==> src/rtl/fe_pkg.sv <==
package fe_pkg;
  localparam logic [7:0] OP_WREN   = 8'h06;
  localparam logic [7:0] OP_SECT   = 8'hD8;
  localparam logic [7:0] OP_BULK   = 8'hC7;
  localparam logic [7:0] OP_STAT   = 8'h05;
  localparam logic [7:0] OP_PAUSE  = 8'h75;
  localparam logic [7:0] OP_RESUME = 8'h7A;

  typedef enum logic [1:0] {TM_IDLE, TM_RUN, TM_HOLD} tm_state_e;
endpackage

==> src/rtl/fe_spi_rx.sv <==
module fe_spi_rx #(
  parameter int SECT_AW = 16,
  parameter int SIDX_W  = 8
) (
  input  logic              clk,
  input  logic              rst_n,
  input  logic              cs_n,
  input  logic              sck,
  input  logic              sdi,
  output logic              bit_rise,
  output logic              cs_rise,
  output logic [5:0]        bcnt,
  output logic              long_f,
  output logic [7:0]        opcode,
  output logic [7:0]        op_next,
  output logic [SIDX_W-1:0] sidx
);
  logic        sck_q, cs_q;
  logic [5:0]  bcnt_q, bcnt_d;
  logic        long_q, long_d;
  logic [31:0] sh_q, sh_d;
  logic [7:0]  op_q, op_d;

  assign bit_rise = sck & ~sck_q & ~cs_n;
  assign cs_rise  = cs_n & ~cs_q;
  assign op_next  = {sh_q[6:0], sdi};

  always_comb begin
    bcnt_d = bcnt_q;
    long_d = long_q;
    sh_d   = sh_q;
    op_d   = op_q;
    if (cs_n) begin
      bcnt_d = '0;
      long_d = 1'b0;
    end else if (bit_rise) begin
      sh_d   = {sh_q[30:0], sdi};
      bcnt_d = bcnt_q + 6'd1;
      if (&bcnt_q) long_d = 1'b1;
      if (bcnt_q == 6'd7 && !long_q) op_d = op_next;
    end
  end

  always_ff @(posedge clk or negedge rst_n) begin
    if (!rst_n) begin
      sck_q  <= 1'b0;
      cs_q   <= 1'b1;
      bcnt_q <= '0;
      long_q <= 1'b0;
      sh_q   <= '0;
      op_q   <= '0;
    end else begin
      sck_q  <= sck;
      cs_q   <= cs_n;
      bcnt_q <= bcnt_d;
      long_q <= long_d;
      sh_q   <= sh_d;
      op_q   <= op_d;
    end
  end

  assign bcnt   = bcnt_q;
  assign long_f = long_q;
  assign opcode = op_q;
  assign sidx   = sh_q[SECT_AW +: SIDX_W];

  // a deselected frame always restarts the bit count
  assert_bcnt_restart_R2: assert property (@(posedge clk) disable iff (!rst_n)
    cs_n |=> (bcnt_q == 6'd0 && !long_q));
endmodule

==> src/rtl/fe_stat_tx.sv <==
module fe_stat_tx
  import fe_pkg::*;
(
  input  logic       clk,
  input  logic       rst_n,
  input  logic       cs_n,
  input  logic       bit_rise,
  input  logic [5:0] bcnt,
  input  logic       long_f,
  input  logic [7:0] opcode,
  input  logic [7:0] op_next,
  input  logic [7:0] status,
  output logic       sdo
);
  logic [7:0] tx_q, tx_d;
  logic       past_op, rd_now;

  assign past_op = (bcnt >= 6'd8) || long_f;
  assign rd_now  = (bcnt == 6'd7 && !long_f) ? (op_next == OP_STAT)
                                              : (past_op && opcode == OP_STAT);

  always_comb begin
    tx_d = tx_q;
    if (bit_rise && rd_now) begin
      if (bcnt[2:0] == 3'd7) tx_d = status;
      else                   tx_d = {tx_q[6:0], 1'b0};
    end
  end

  always_ff @(posedge clk or negedge rst_n) begin
    if (!rst_n) tx_q <= '0;
    else        tx_q <= tx_d;
  end

  assign sdo = tx_q[7] & ~cs_n & past_op & (opcode == OP_STAT);

  // output is quiet while deselected
  assert_sdo_quiet_R5: assert property (@(posedge clk) disable iff (!rst_n)
    cs_n |-> !sdo);
endmodule

==> src/rtl/fe_erase_timer.sv <==
module fe_erase_timer
  import fe_pkg::*;
#(
  parameter int T_SE = 50000,
  parameter int T_BE = 2000000
) (
  input  logic clk,
  input  logic rst_n,
  input  logic start_se,
  input  logic start_be,
  input  logic pause_req,
  input  logic resume_req,
  output logic busy,
  output logic held,
  output logic done,
  output logic bulk
);
  localparam int TMAX = (T_SE > T_BE) ? T_SE : T_BE;
  localparam int CW   = $clog2(TMAX + 1);

  tm_state_e      st_q, st_d;
  logic [CW-1:0]  cnt_q, cnt_d;
  logic           bulk_q, bulk_d;

  always_comb begin
    st_d   = st_q;
    cnt_d  = cnt_q;
    bulk_d = bulk_q;
    case (st_q)
      TM_IDLE: if (start_se || start_be) begin
        st_d   = TM_RUN;
        cnt_d  = start_be ? CW'(T_BE - 1) : CW'(T_SE - 1);
        bulk_d = start_be;
      end
      TM_RUN: begin
        if (cnt_q == '0)              st_d = TM_IDLE;
        else if (pause_req && !bulk_q) st_d = TM_HOLD;
        else                          cnt_d = cnt_q - CW'(1);
      end
      TM_HOLD: if (resume_req) st_d = TM_RUN;
      default: st_d = TM_IDLE;
    endcase
  end

  always_ff @(posedge clk or negedge rst_n) begin
    if (!rst_n) begin
      st_q   <= TM_IDLE;
      cnt_q  <= '0;
      bulk_q <= 1'b0;
    end else begin
      st_q   <= st_d;
      cnt_q  <= cnt_d;
      bulk_q <= bulk_d;
    end
  end

  assign busy = (st_q == TM_RUN);
  assign held = (st_q == TM_HOLD);
  assign done = busy && (cnt_q == '0);
  assign bulk = bulk_q;

  // a paused erase keeps its remaining count
  assert_hold_frozen_R8: assert property (@(posedge clk) disable iff (!rst_n)
    (st_q == TM_HOLD) |=> $stable(cnt_q));
  // whole-array erase never enters the paused state
  assert_bulk_no_hold_R9: assert property (@(posedge clk) disable iff (!rst_n)
    (st_q == TM_HOLD) |-> !bulk_q);
endmodule

==> src/rtl/flash_erase_ctrl.sv <==
module flash_erase_ctrl
  import fe_pkg::*;
#(
  parameter int NSECT   = 256,
  parameter int SECT_AW = 16,
  parameter int T_SE    = 50000,
  parameter int T_BE    = 2000000,
  localparam int SIDX_W = (NSECT > 1) ? $clog2(NSECT) : 1
) (
  input  logic              clk,
  input  logic              rst_n,
  input  logic              cs_n,
  input  logic              sck,
  input  logic              sdi,
  output logic              sdo,
  input  logic [NSECT-1:0]  prot,
  output logic              erase_stb,
  output logic              erase_all,
  output logic [SIDX_W-1:0] erase_sect
);
  logic [1:0]        rs_q;
  logic              rst_s_n;
  logic              bit_rise, cs_rise, long_f;
  logic [5:0]        bcnt;
  logic [7:0]        opcode, op_next;
  logic [SIDX_W-1:0] sidx, tgt_q, tgt_d;
  logic              wel_q, wel_d;
  logic              busy, held, done, bulk;
  logic              len8, len32, idle_ok;
  logic              start_se, start_be, wren_ok, pause_req, resume_req;

  always_ff @(posedge clk or negedge rst_n) begin
    if (!rst_n) rs_q <= 2'b00;
    else        rs_q <= {rs_q[0], 1'b1};
  end
  assign rst_s_n = rs_q[1];

  fe_spi_rx #(.SECT_AW(SECT_AW), .SIDX_W(SIDX_W)) u_rx (
    .clk(clk), .rst_n(rst_s_n), .cs_n(cs_n), .sck(sck), .sdi(sdi),
    .bit_rise(bit_rise), .cs_rise(cs_rise), .bcnt(bcnt), .long_f(long_f),
    .opcode(opcode), .op_next(op_next), .sidx(sidx)
  );

  fe_stat_tx u_tx (
    .clk(clk), .rst_n(rst_s_n), .cs_n(cs_n), .bit_rise(bit_rise),
    .bcnt(bcnt), .long_f(long_f), .opcode(opcode), .op_next(op_next),
    .status({6'b0, wel_q, busy}), .sdo(sdo)
  );

  fe_erase_timer #(.T_SE(T_SE), .T_BE(T_BE)) u_tm (
    .clk(clk), .rst_n(rst_s_n), .start_se(start_se), .start_be(start_be),
    .pause_req(pause_req), .resume_req(resume_req),
    .busy(busy), .held(held), .done(done), .bulk(bulk)
  );

  assign len8    = cs_rise && !long_f && (bcnt == 6'd8);
  assign len32   = cs_rise && !long_f && (bcnt == 6'd32);
  assign idle_ok = !busy && !held;

  assign start_se   = len32 && (opcode == OP_SECT) && wel_q && idle_ok && !prot[sidx];
  assign start_be   = len8  && (opcode == OP_BULK) && wel_q && idle_ok && !(|prot);
  assign wren_ok    = len8  && (opcode == OP_WREN) && !busy;
  assign pause_req  = len8  && (opcode == OP_PAUSE);
  assign resume_req = len8  && (opcode == OP_RESUME);

  always_comb begin
    wel_d = wel_q;
    tgt_d = tgt_q;
    if (done)         wel_d = 1'b0;
    else if (wren_ok) wel_d = 1'b1;
    if (start_se)     tgt_d = sidx;
  end

  always_ff @(posedge clk or negedge rst_s_n) begin
    if (!rst_s_n) begin
      wel_q <= 1'b0;
      tgt_q <= '0;
    end else begin
      wel_q <= wel_d;
      tgt_q <= tgt_d;
    end
  end

  assign erase_stb  = done;
  assign erase_all  = done && bulk;
  assign erase_sect = tgt_q;

  // an erase only starts with the write-enable latch set
  assert_start_needs_wel_R1: assert property (@(posedge clk) disable iff (!rst_s_n)
    (start_se || start_be) |-> wel_q);
  // the latch is clear after the erase ends
  assert_wel_cleared_R6: assert property (@(posedge clk) disable iff (!rst_s_n)
    erase_stb |=> (!wel_q && !busy));
  // no second erase launches while one is pending
  assert_single_erase_R10: assert property (@(posedge clk) disable iff (!rst_s_n)
    (busy || held) |=> !$rose(erase_stb) || $past(busy));
endmodule

==> config.mk <==
export PLATFORM = sky130hd
export DESIGN_NAME = flash_erase_ctrl
export DESIGN_NICKNAME = d
export VERILOG_FILES = /design/src/rtl/fe_pkg.sv /design/src/rtl/fe_spi_rx.sv /design/src/rtl/fe_stat_tx.sv /design/src/rtl/fe_erase_timer.sv /design/src/rtl/flash_erase_ctrl.sv
export SDC_FILE = /design/constraint.sdc
export NUM_CORES = 1
export LEC_CHECK = 0
export CORE_ASPECT_RATIO = 1.75
export CORE_MARGIN = 2
export CORE_UTILIZATION = 46
export CTS_CLUSTER_SIZE = 12
export DETAILED_ROUTE_END_ITERATION = 10
export PLACE_DENSITY = 0.93
export SLEW_MARGIN = 20
export SYNTH_ARGS = -nofsm -noshare
export SYNTH_HDL_FRONTEND = slang
export SYNTH_SLANG_ARGS = --single-unit
==> constraint.sdc <==
create_clock -name clk -period 3.38 [get_ports clk]
set_clock_uncertainty 0.05 [all_clocks]
set_input_delay 0.338 -clock clk [delete_from_list [all_inputs] [get_ports clk]]
set_output_delay 0.338 -clock clk [all_outputs]
set_load 0.05 [all_outputs]
==> results.ini, run 1 <==
[finish]
area_growth_pct=50.6
fillers=1072
num_antenna_cells=0
fin_nets=1257
drive_above_1_share_pct=19.8

[pwr]
ir_worst_vdd_v=0.000290
pwr-share-seq_pct=35.5
cellPowerDensity_nw_per_um2=311
p_sw_share_pct=27.5
power.share.clock_pct=35.7
p_int_uw=2450
p_sw_uw=927
pwr-share-comb_pct=28.7
power.leakage_uw=0.00409

[synth]
synth_top_cell_by_area=dfrtp_1
syn_area_um2=7190
synth_cells=675
async_flop_share_pct=100
ys_seq_area_share_pct=29.2
synth_warnings=0
synth_ff_type=dfrtp_1
synth_edf_count=0
synth_fp_nets=945
syn_area_per_cell_um2=10.7
synth.distinct_cells=87
ys_ff_latch=84
ys_top_cells_by_area=dfrtp_1, mux4_2, mux4_1, nor4_1, mux2_2
synth_top_area_share_pct=28.9

[sta]
worst_slack_ns=0.0728
slew_headroom_pct=38.4
finalHoldWorstSlack_ns=0.109
fin_crit_sh_pct=97.8
max_slew.worst_pin.slew_ns=0.916
slew_viol_final=0
rsz0062_at_grt=true
max_freq_mhz=302
finalHoldViolCount=0
finalSetupTns_ns=0
finalCriticalPeriod_ns=3.31
setup_violations=0

[floorplanning]
die_y_um=169
rows=60
dieArea_um2=16700
io_pins=272
die_w_um=98.5
core_area_um2=15300
start_util_pct=47.0

[clock_tree]
clk_pin_slew_ns=0.06
cts_buffers=9
clock_latency_ns=0.35
cts_max_level=3
clock-sinks=84
cts_root_buf=clkbuf_16
clk_path_buf_depth=2
cts_tree=yes

[route]
dr.pass1.iters=6
drc_errors=0
vias=7883
wirelength_um=31700
first_iter_violations=652
vias_per_cell=6.69
wire_per_inst_um=26.9
routed.top_layer=met4
route.met3.wl_um=2960
met1Wirelength_um=10000
wl_met2_um=15900
detail-route-antenna-nets=0

[placement]
post-place-ws_ns=-0.231
gp_congestion=1.08
dpl.hpwl_um=25600
numPortBuffers=271

[global_route]
grt_start_max_net_pins=34
antenna_found_initial=1
grtUsageTotal_pct=37.0
overflow=0
grt_pass1_wl_um=46800
grt_pass1_vias=8303

[min_path]
hold_class=input pin to async pin

[status]
status=finished, final reports clean

[critical_path]
worstSetupPathType=input pin to register
regToRegSetupSlack_ns=0.12
reg2reg_depth=10
startpoint_type=input pin
r2r_end=u_tm.cnt_q[5]$_DFFE_PN0P_
setup.worst_path.end_class=register
cp_max_fo=4
crit_required_ns=3.55
critical_path_arrival_ns=3.48
rr_startpoint=u_rx.sh_q[17]$_DFFE_PN0P_

[flow_run]
drv_cap=0

layout by cell type, fill, tap and decap left out, drive strengths merged, types with 4 or more instances in the layout:
cell type | synthesis | routed
clkdlybuf4s50 | 0 | 269
dfrtp | 83 | 83
nor4 | 76 | 76
buf | 21 | 71
mux4 | 55 | 55
nor2 | 39 | 39
mux2 | 37 | 37
nand2 | 29 | 29
nand4 | 27 | 27
nand3 | 26 | 26
inv | 24 | 24
mux2i | 23 | 23
nor3 | 21 | 21
o21ai | 20 | 20
a21oi | 13 | 13
nand3b | 10 | 10
nor2b | 10 | 10
clkbuf | 19 | 10
a22oi | 9 | 9
ha | 9 | 9
a211oi | 7 | 7
a31oi | 7 | 7
and2 | 7 | 7
and3 | 6 | 6
o31ai | 6 | 6
nand4b | 5 | 5
or4 | 5 | 5
nand2b | 5 | 5
o22ai | 4 | 4
bufinv | 0 | 4
or2 | 4 | 4
or2b | 4 | 4
cell usage after synthesis (4+ instances only):
master     n
a22oi_1    9
a21oi_1   13
nor2b_1   10
buf_2      4
a31oi_1    7
o31ai_1    6
nor4_1    75
dfrtp_1   83
nand3_1   26
mux4_1    19
nand4b_1   5
mux2i_1   23
o21ai_0   19
mux2_2    37
clkbuf_8   8
inv_1     24
nor3_1    20
nor2_1    36
nand3b_1  10
and3_1     6
nand2b_1   4
buf_12     6
or4_1      5
nand4_1   27
buf_6      5
ha_1       9
a211oi_1   7
o22ai_1    4
clkbuf_1  11
mux4_2    36
nand2_1   29
and2_1     6
power groups by stage:
stage	Clock (uW)	Combinational [uW]	Sequential, uW
after detailed placement	0	930	1210
after CTS	1220	949	1190
after global placement	0	919	1200
final	1210	969	1200
after floorplan	0	423	1160
after global routing	1260	1010	1210
registers in the layout, summed over array words and instances, names as in the netlist:
name / cells
u_rx.opcode: 8
u_rx.sh_q: 24
rs_q: 2
u_rx.cs_q: 1
u_tm.st_q: 2
u_tm.bulk: 1
u_tx.tx_q: 8
wel_q: 1
u_tm.cnt_q: 21
erase_sect: 8
u_rx.bcnt: 6
u_rx.long_f: 1
u_rx.sck_q: 1
stage by stage:
| step | utilization, % | std cells | instance area (um2) | power, uW |
|---|---|---|---|---|
| floorplan | - | 675 | 7190 | 1580 |
| global placement | 67.8 | 1158 | 10400 | 2120 |
| detailed placement | 67.8 | 1158 | 10400 | 2140 |
| CTS | 70.5 | 1177 | 10800 | 3360 |
| global route | 70.7 | 1178 | 10800 | 3480 |
| finish | 70.7 | 1178 | 10800 | 3370 |
layer usage:
metal / vias up / track usage (%)
li1: 3380 / -
met1: 3786 / 38.2
met2: 548 / 65.2
met3: 169 / 8.32
met4: 0 / 26.3
met5: - / 0
cell type report:
class | count | area (um2) | area share (%)
Multi-Input combinational cell | 527 | 4660 | 43.0
Clock inverter | 6 | 136 | 1.26
Tap cell | 186 | 233 | 2.15
Timing Repair Buffer | 341 | 3380 | 31.2
Sequential cell | 84 | 2110 | 19.5
Inverter | 24 | 90.1 | 0.832
Clock buffer | 10 | 229 | 2.11
kinds of logic after synthesis:
kind of cell | count (synthesis) | synth area share [%]
flops | 84 | 29.2
fa+ha+maj | 9 | 1.57
buf+inv | 64 | 6.56
other cells | 1 | 0.0521
mux | 115 | 27.2
xor+xnor | 3 | 0.365
compound gates | 108 | 11.2
simple gates | 291 | 23.8
critical path, cell delays in order:
cell	delay [ns]
clkdlybuf4s50_1	0.46
nor4_1	0.81
nand4_1	0.13
or4_1	0.51
o31ai_2	0.31
o21ba_2	0.24
or3_1	0.38
a221o_1	0.32
worst max-delay path by stage:
stage | start | end | cells after the start
detailed placement | prot[232] | u_tm.cnt_q[5]$_DFFE_PN0P_ | 8
floorplan | u_tm.cnt_q[4]$_DFFE_PN0P_ | erase_all | 5
global placement | prot[232] | u_tm.cnt_q[5]$_DFFE_PN0P_ | 8
global route | u_rx.sh_q[17]$_DFFE_PN0P_ | u_tm.st_q[0]$_DFFE_PN0P_ | 12
CTS | u_rx.bcnt[0]$_DFFE_PN0P_ | u_tm.cnt_q[5]$_DFFE_PN0P_ | 10
finish | prot[230] | u_tm.cnt_q[5]$_DFFE_PN0P_ | 8
timing repair:
item                       CTS  global route
resized for setup            2             8
hold buffers                 0             0
setup endpoints to repair    6            18
pin swaps                    0             2
buffers inserted             3             1
(Power assumes the default switching activity.)
==> inputs of run 2 (changes only) <==
ABC_AREA = 0   (was default)
CORE_UTILIZATION = 41   (was 46)
PLACE_DENSITY = 0.88   (was 0.93)
clock period = 2.9 ns   (was 3.38 ns; I/O delays follow)
==> run 2 against run 1 <==
  * The run now ends with setup timing left
  * Sequential share of layout area is 1.9 points lower
  * Sequential power is 16% higher
  * First-iteration DRC count is 27% higher
  * Clock-buffer cell count is 1 higher
  * Routed wire length is 6.9% higher
  * Power is 19% higher
  * Highest routed layer unchanged
  * Final area is 11% higher
  * Clock power hardly changed
==> results.ini, run 2 (synthesized netlist as in run 1, its figures left out) <==
[status]
status=finished, violations left
violations=setup timing

[min_path]
hold_class=input pin to async pin

[clock_tree]
cts_root_buf=clkbuf_16
cts_max_level=3  ; unchanged
clk_path_buf_depth=2  ; unchanged
cts_buffers=9  ; unchanged
clock-sinks=84  ; unchanged
hold_buffers=0  ; unchanged
clk_pin_slew_ns=0.06  ; about the same
clock_latency_ns=0.35  ; about the same
cts_tree=yes

[sta]
fin_crit_sh_pct=110
max_slew.worst_pin.slew_ns=0.666  ; -0.251 ns
finalCriticalPeriod_ns=3.20
worst_slack_ns=-0.303  ; -0.376 ns
slew_viol_final=0  ; unchanged
setup_violations=31  ; +31
rsz0062_at_grt=true
slew_headroom_pct=55.2  ; +17 points
finalHoldViolCount=0  ; unchanged
max_freq_mhz=312
finalHoldWorstSlack_ns=0.0572  ; -0.0514 ns

[floorplanning]
rows=64  ; +6.7%
io_pins=272  ; unchanged
start_util_pct=41.4  ; -5.6 points
dieArea_um2=18700  ; +12%
die_y_um=179  ; +5.8%
core_area_um2=17400  ; +13%
die_w_um=104  ; +5.7%

[pwr]
cellPowerDensity_nw_per_um2=332  ; +6.7%
power.leakage_uw=0.00471  ; +15%
ir_worst_vdd_v=0.000317  ; +9.3%

[critical_path]
crit_required_ns=3.08  ; -0.47 ns
crit_family=compound AO/OA/AOI/OAI gates
cp-startpoint=u_rx.sh_q[17]$_DFFE_PN0P_
critical_path_arrival_ns=3.39  ; -0.09 ns
worst_path_max_delay_cell=dfrtp_4
startpoint_type=register
setup.worst_path.end_class=register
rr_startpoint=u_rx.sh_q[17]$_DFFE_PN0P_
worst-path-buf-inv=3  ; +2
cpPeakStageDelay_ns=0.51  ; -0.30 ns
cp_max_fo=5  ; +1
worstSetupPathType=register to register
cp_cell_sequence=buf_12 > buf_8 > mux4_2 > mux2i_2 > o21ai_2 > a2111oi_4 > nor4_4 > buf_4 > o21ba_4 > or3_1 > a221o_1

[flow_run]
drv_cap=0  ; unchanged

[finish]
largest_reg_flops=24  ; unchanged
area_growth_pct=67.3
layout_common_cells=clkdlybuf4s50_1, buf_4, dfrtp_1
fin_cells=1344  ; +14%
top_register=u_rx.sh_q
final_core_util_pct=69.3  ; -1.5 points
final_common_cell=clkdlybuf4s50_1
top_regs=u_rx.sh_q: 24 flops, u_tm.cnt_q: 21 flops
fin_nets=1375  ; +9.4%
fin_area_um2=12000  ; +11%
drive_above_1_share_pct=31.8  ; +12 points
fillers=1260  ; +18%

[placement]
numPortBuffers=271  ; unchanged
gp_congestion=1.01  ; -6.6%
dpl.hpwl_um=26700  ; +4.6%
placedCellCount=1308  ; +13%
placed_area_um2=11200  ; +7.9%

[global_route]
grtUsageTotal_pct=35.2  ; -1.8 points
grt_pass1_wl_um=49500  ; +5.7%
antenna_found_initial=4  ; +3
overflow=0  ; unchanged
grt_start_max_net_pins=50  ; +47%
grt_pass1_vias=8883  ; +7.0%

[route]
vias_per_cell=6.31  ; -5.8%
wirelength_um=33800  ; +6.9%
wire_per_inst_um=25.2  ; -6.3%
dr.pass1.iters=5  ; -1
detail-route-antenna-nets=0  ; unchanged
first_iter_violations=829  ; +27%
vias=8475  ; +7.5%
drc_errors=0  ; unchanged

## run 2: metal layers
layer	global-route usage, %	up-vias	share of wire, %
li1	-	3618	-
met1	34.0	4091	31
met2	63.3	590	50
met3	7.85	176	8.5
met4	30.1	0	10
met5	0	-	0
## run 2: repair_timing
item / in CTS / in global routing
resized for setup: 59 / 27
endpoints found under the setup margin: 32 / 33
buffers inserted: 15 / 4
cloned: 2 / 0
pin swaps: 22 / 25
## run 2: worst paths after layout
check,cells past startpoint,slack [ns],end
max,11,-0.30,u_tm.cnt_q[5]$_DFFE_PN0P_
min,1,0.06,rs_q[0]$_DFF_PN0_
max reg2reg,11,-0.30,u_tm.cnt_q[5]$_DFFE_PN0P_
min reg2reg,0,0.25,erase_sect[1]$_DFFE_PN0P_
max in group asynchronous,1,1.87,u_rx.cs_q$_DFF_PN1_
min in group clk,0,0.30,rs_q[1]$_DFF_PN0_
## run 2: where the power goes
group / internal (uW) / switching [uW] / leakage [uW] / total, uW
logic: 803 / 572 / 0.00350 / 1380
registers: 1260 / 129 / 0.00106 / 1390
clock network: 759 / 481 / 0.000150 / 1240
## run 2: worst reg2reg max path: stages, from the launching register on
cell and delay, ns:
dfrtp_4 0.51, buf_12 0.15, buf_8 0.12, mux4_2 0.44, mux2i_2 0.22, o21ai_2 0.11, a2111oi_4 0.40, nor4_4 0.07
buf_4 0.15, o21ba_4 0.21, or3_1 0.35, a221o_1 0.29
## run 2: layout make-up
class	count	area [um2]	share of cell area, %
antenna	3	7.51	0.0624
clock buffer	11	233	1.93
clock inverter	5	85.1	0.707
inverter	24	90.1	0.749
multi-input combinational	527	4910	40.8
sequential	84	2110	17.6
tap	231	289	2.40
timing repair buffer	459	4310	35.8
## run 2: through the flow
step / setup TNS (ns) / power, uW / setup WS, ns
4_1_cts: -3.78 / 3960 / -0.248
3_5_place_dp: -15.50 / 2620 / -0.693
3_3_place_gp: -13.88 / 2600 / -0.610
2_1_floorplan: 0 / 1840 / 0.00950
6_report: -5.63 / 4000 / -0.303
5_1_grt: -8.25 / 4120 / -0.374
==> inputs of run 3 (changes only) <==
PLACE_DENSITY = 0.78   (was 0.88)
TNS_END_PERCENT = 50   (was default)
==> run 3 against run 2 <==
  * The run still ends with setup timing left
  * Sequential power hardly changed
  * Flip-flop and latch count stayed put
  * Non-clock buffer count is 8 higher
  * Routed wire length is 2.1% lower
  * Maximum frequency is 0.55% higher
  * Sequential share of layout area hardly changed
  * Register-to-register slack better by 0.02 ns
  * Clock power is 9.7% higher
  * Worst setup slack better by 0.018 ns
  * Critical path depth stayed put
  * Via count is 1.6% lower
  * Final cell count is 0.37% higher
==> results.ini, run 3 (synthesized netlist as in run 1, its figures left out) <==
[pwr]
ir_worst_vdd_v=0.000414  ; +31%
cellPowerDensity_nw_per_um2=342  ; +2.9%
power.leakage_uw=0.00477  ; +1.1%

[clock_tree]
clk_pin_slew_ns=0.07  ; about the same
cts_max_level=3  ; unchanged
clock_latency_ns=0.35  ; about the same
cts_buffers=9  ; unchanged
hold_buffers=0  ; unchanged
cts_root_buf=clkbuf_16
clk_path_buf_depth=2  ; unchanged
clock-sinks=84  ; unchanged
cts_tree=yes

[critical_path]
worstSetupPathType=register to register
cpPeakStageDelay_ns=0.51  ; about the same
crit_required_ns=3.09  ; about the same
critical_path_arrival_ns=3.38  ; about the same
worst_path_max_delay_cell=dfrtp_4
worst-path-buf-inv=3  ; unchanged
setup.worst_path.end_class=register
cp_cell_sequence=buf_12 > buf_12 > mux4_2 > a22oi_2 > a21oi_2 > o21bai_1 > a222oi_1 > buf_4 > o21ba_4 > or3_1 > a221o_1
startpoint_type=register
crit_family=compound AO/OA/AOI/OAI gates
cp_max_fo=8  ; +3
path_common_cell=buf_12

[status]
violations=setup timing
status=finished, violations left

[finish]
top_regs=u_rx.sh_q: 24 flops, u_tm.cnt_q: 21 flops
drive_above_1_share_pct=32.1  ; +0.31 points
area_growth_pct=67.6
largest_reg_flops=24  ; unchanged
final_common_cell=clkdlybuf4s50_1
top_register=u_rx.sh_q
fin_nets=1383  ; +0.58%
layout_common_cells=clkdlybuf4s50_1, buf_4, dfrtp_1
fin_area_um2=12100  ; +0.20%
num_antenna_cells=0  ; -3

[floorplanning]
start_util_pct=41.4  ; unchanged
die_w_um=104  ; unchanged
io_pins=272  ; unchanged
dieArea_um2=18700  ; unchanged
die_y_um=179  ; unchanged
rows=64  ; unchanged
core_area_um2=17400  ; unchanged

[route]
first_iter_violations=491  ; -41%
dr.pass1.iters=5  ; unchanged
vias=8337  ; -1.6%
vias_per_cell=6.18  ; -2.0%
drc_errors=0  ; unchanged
wirelength_um=33100  ; -2.1%
wire_per_inst_um=24.5  ; -2.5%
detail-route-antenna-nets=0  ; unchanged

[global_route]
grt_busiest_layer=met2
grt_start_max_net_pins=61  ; +22%
use_met3_pct=6.43  ; -1.4 points
use_met2_pct=63.6  ; +0.30 points
grt_pass1_wl_um=49700  ; +0.46%
grtUsageTotal_pct=35.2  ; about the same
met1_usage_pct=35.0  ; +1.0 points
grt_pass1_vias=9029  ; +1.6%
antenna_found_initial=0  ; -4
overflow=0  ; unchanged

[flow_run]
drv_cap=0  ; unchanged

[sta]
finalSetupTns_ns=-5.51  ; +0.120 ns
max_freq_mhz=314  ; +0.55%
finalCriticalPeriod_ns=3.19  ; -0.0176 ns
slew_headroom_pct=46.0  ; -9.2 points
rsz0062_at_grt=true
finalHoldViolCount=0  ; unchanged
worst_slack_ns=-0.286  ; +0.0176 ns
setup_violations=32  ; +3.2%
max_slew.worst_pin.slew_ns=0.810  ; +0.144 ns
fin_crit_sh_pct=110  ; -0.61 points
slew_viol_final=0  ; unchanged

[min_path]
hold_class=input pin to async pin

[placement]
gp_congestion=1.08  ; +6.7%
placed_area_um2=11300  ; +0.83%
numPortBuffers=271  ; unchanged
dpl.hpwl_um=26600  ; -0.44%

-- run 3: final cells by class --
class,count,area [um2]
sequential,84,2110
fill,1290,5320
clock inverter,5,108
clock buffer,11,243
multi-input combinational,527,4840
timing repair buffer,467,4370
tap,231,289
inverter,24,90.1
-- run 3: final timing paths --
| kind | startpoint | to | slack (ns) | depth (start not counted) |
|---|---|---|---|---|
| max | u_rx.sh_q[17]$_DFFE_PN0P_ | u_tm.cnt_q[5]$_DFFE_PN0P_ | -0.29 | 11 |
| min | rst_n | rs_q[1]$_DFF_PN0_ | 0.05 | 1 |
| max reg2reg | u_rx.sh_q[17]$_DFFE_PN0P_ | u_tm.cnt_q[5]$_DFFE_PN0P_ | -0.29 | 11 |
| min reg2reg | rs_q[0]$_DFF_PN0_ | rs_q[1]$_DFF_PN0_ | 0.31 | 0 |
| max in group asynchronous | rs_q[1]$_DFF_PN0_ | u_rx.cs_q$_DFF_PN1_ | 1.65 | 1 |
| min in group clk | rs_q[0]$_DFF_PN0_ | rs_q[1]$_DFF_PN0_ | 0.31 | 0 |
-- run 3: timing repair --
item / in CTS / in global routing
pin swaps: 20 / 20
gates cloned: 1 / 0
setup buffers: 9 / 2
gates resized for setup: 46 / 35
endpoints found under the setup margin: 32 / 33
-- run 3: metal layers --
layer | vias to the layer above | wire [um]
met5 | - | 0
met4 | 0 | 2920
met3 | 151 | 2270
met2 | 477 | 17000
met1 | 4070 | 11000
li1 | 3639 | -
-- run 3: report_power, final --
part,internal (uW),switching [uW]
Combinational,818,559
Sequential,1260,131
Clock,870,491
Total,2940,1180
-- run 3: stage by stage --
stage	total power [uW]	hold WS [ns]	setup slack, ns	util (%)	instances
after floorplan	1840	-0.0556	0.00950	-	675
after global placement	2640	0.289	-0.552	65.0	1322
after detailed placement	2660	0.302	-0.649	65.0	1322
after CTS	4080	0.0574	-0.224	68.5	1348
after global routing	4250	0.0658	-0.321	69.4	1349
final	4130	0.0522	-0.286	69.4	1349
-- run 3: worst reg2reg max path, stage by stage, from the launching register on --
cell and delay (ns):
dfrtp_4 0.51, buf_12 0.16, buf_12 0.14, mux4_2 0.50, a22oi_2 0.21, a21oi_2 0.07, o21bai_1 0.23, a222oi_1 0.15
buf_4 0.17, o21ba_4 0.23, or3_1 0.36, a221o_1 0.30
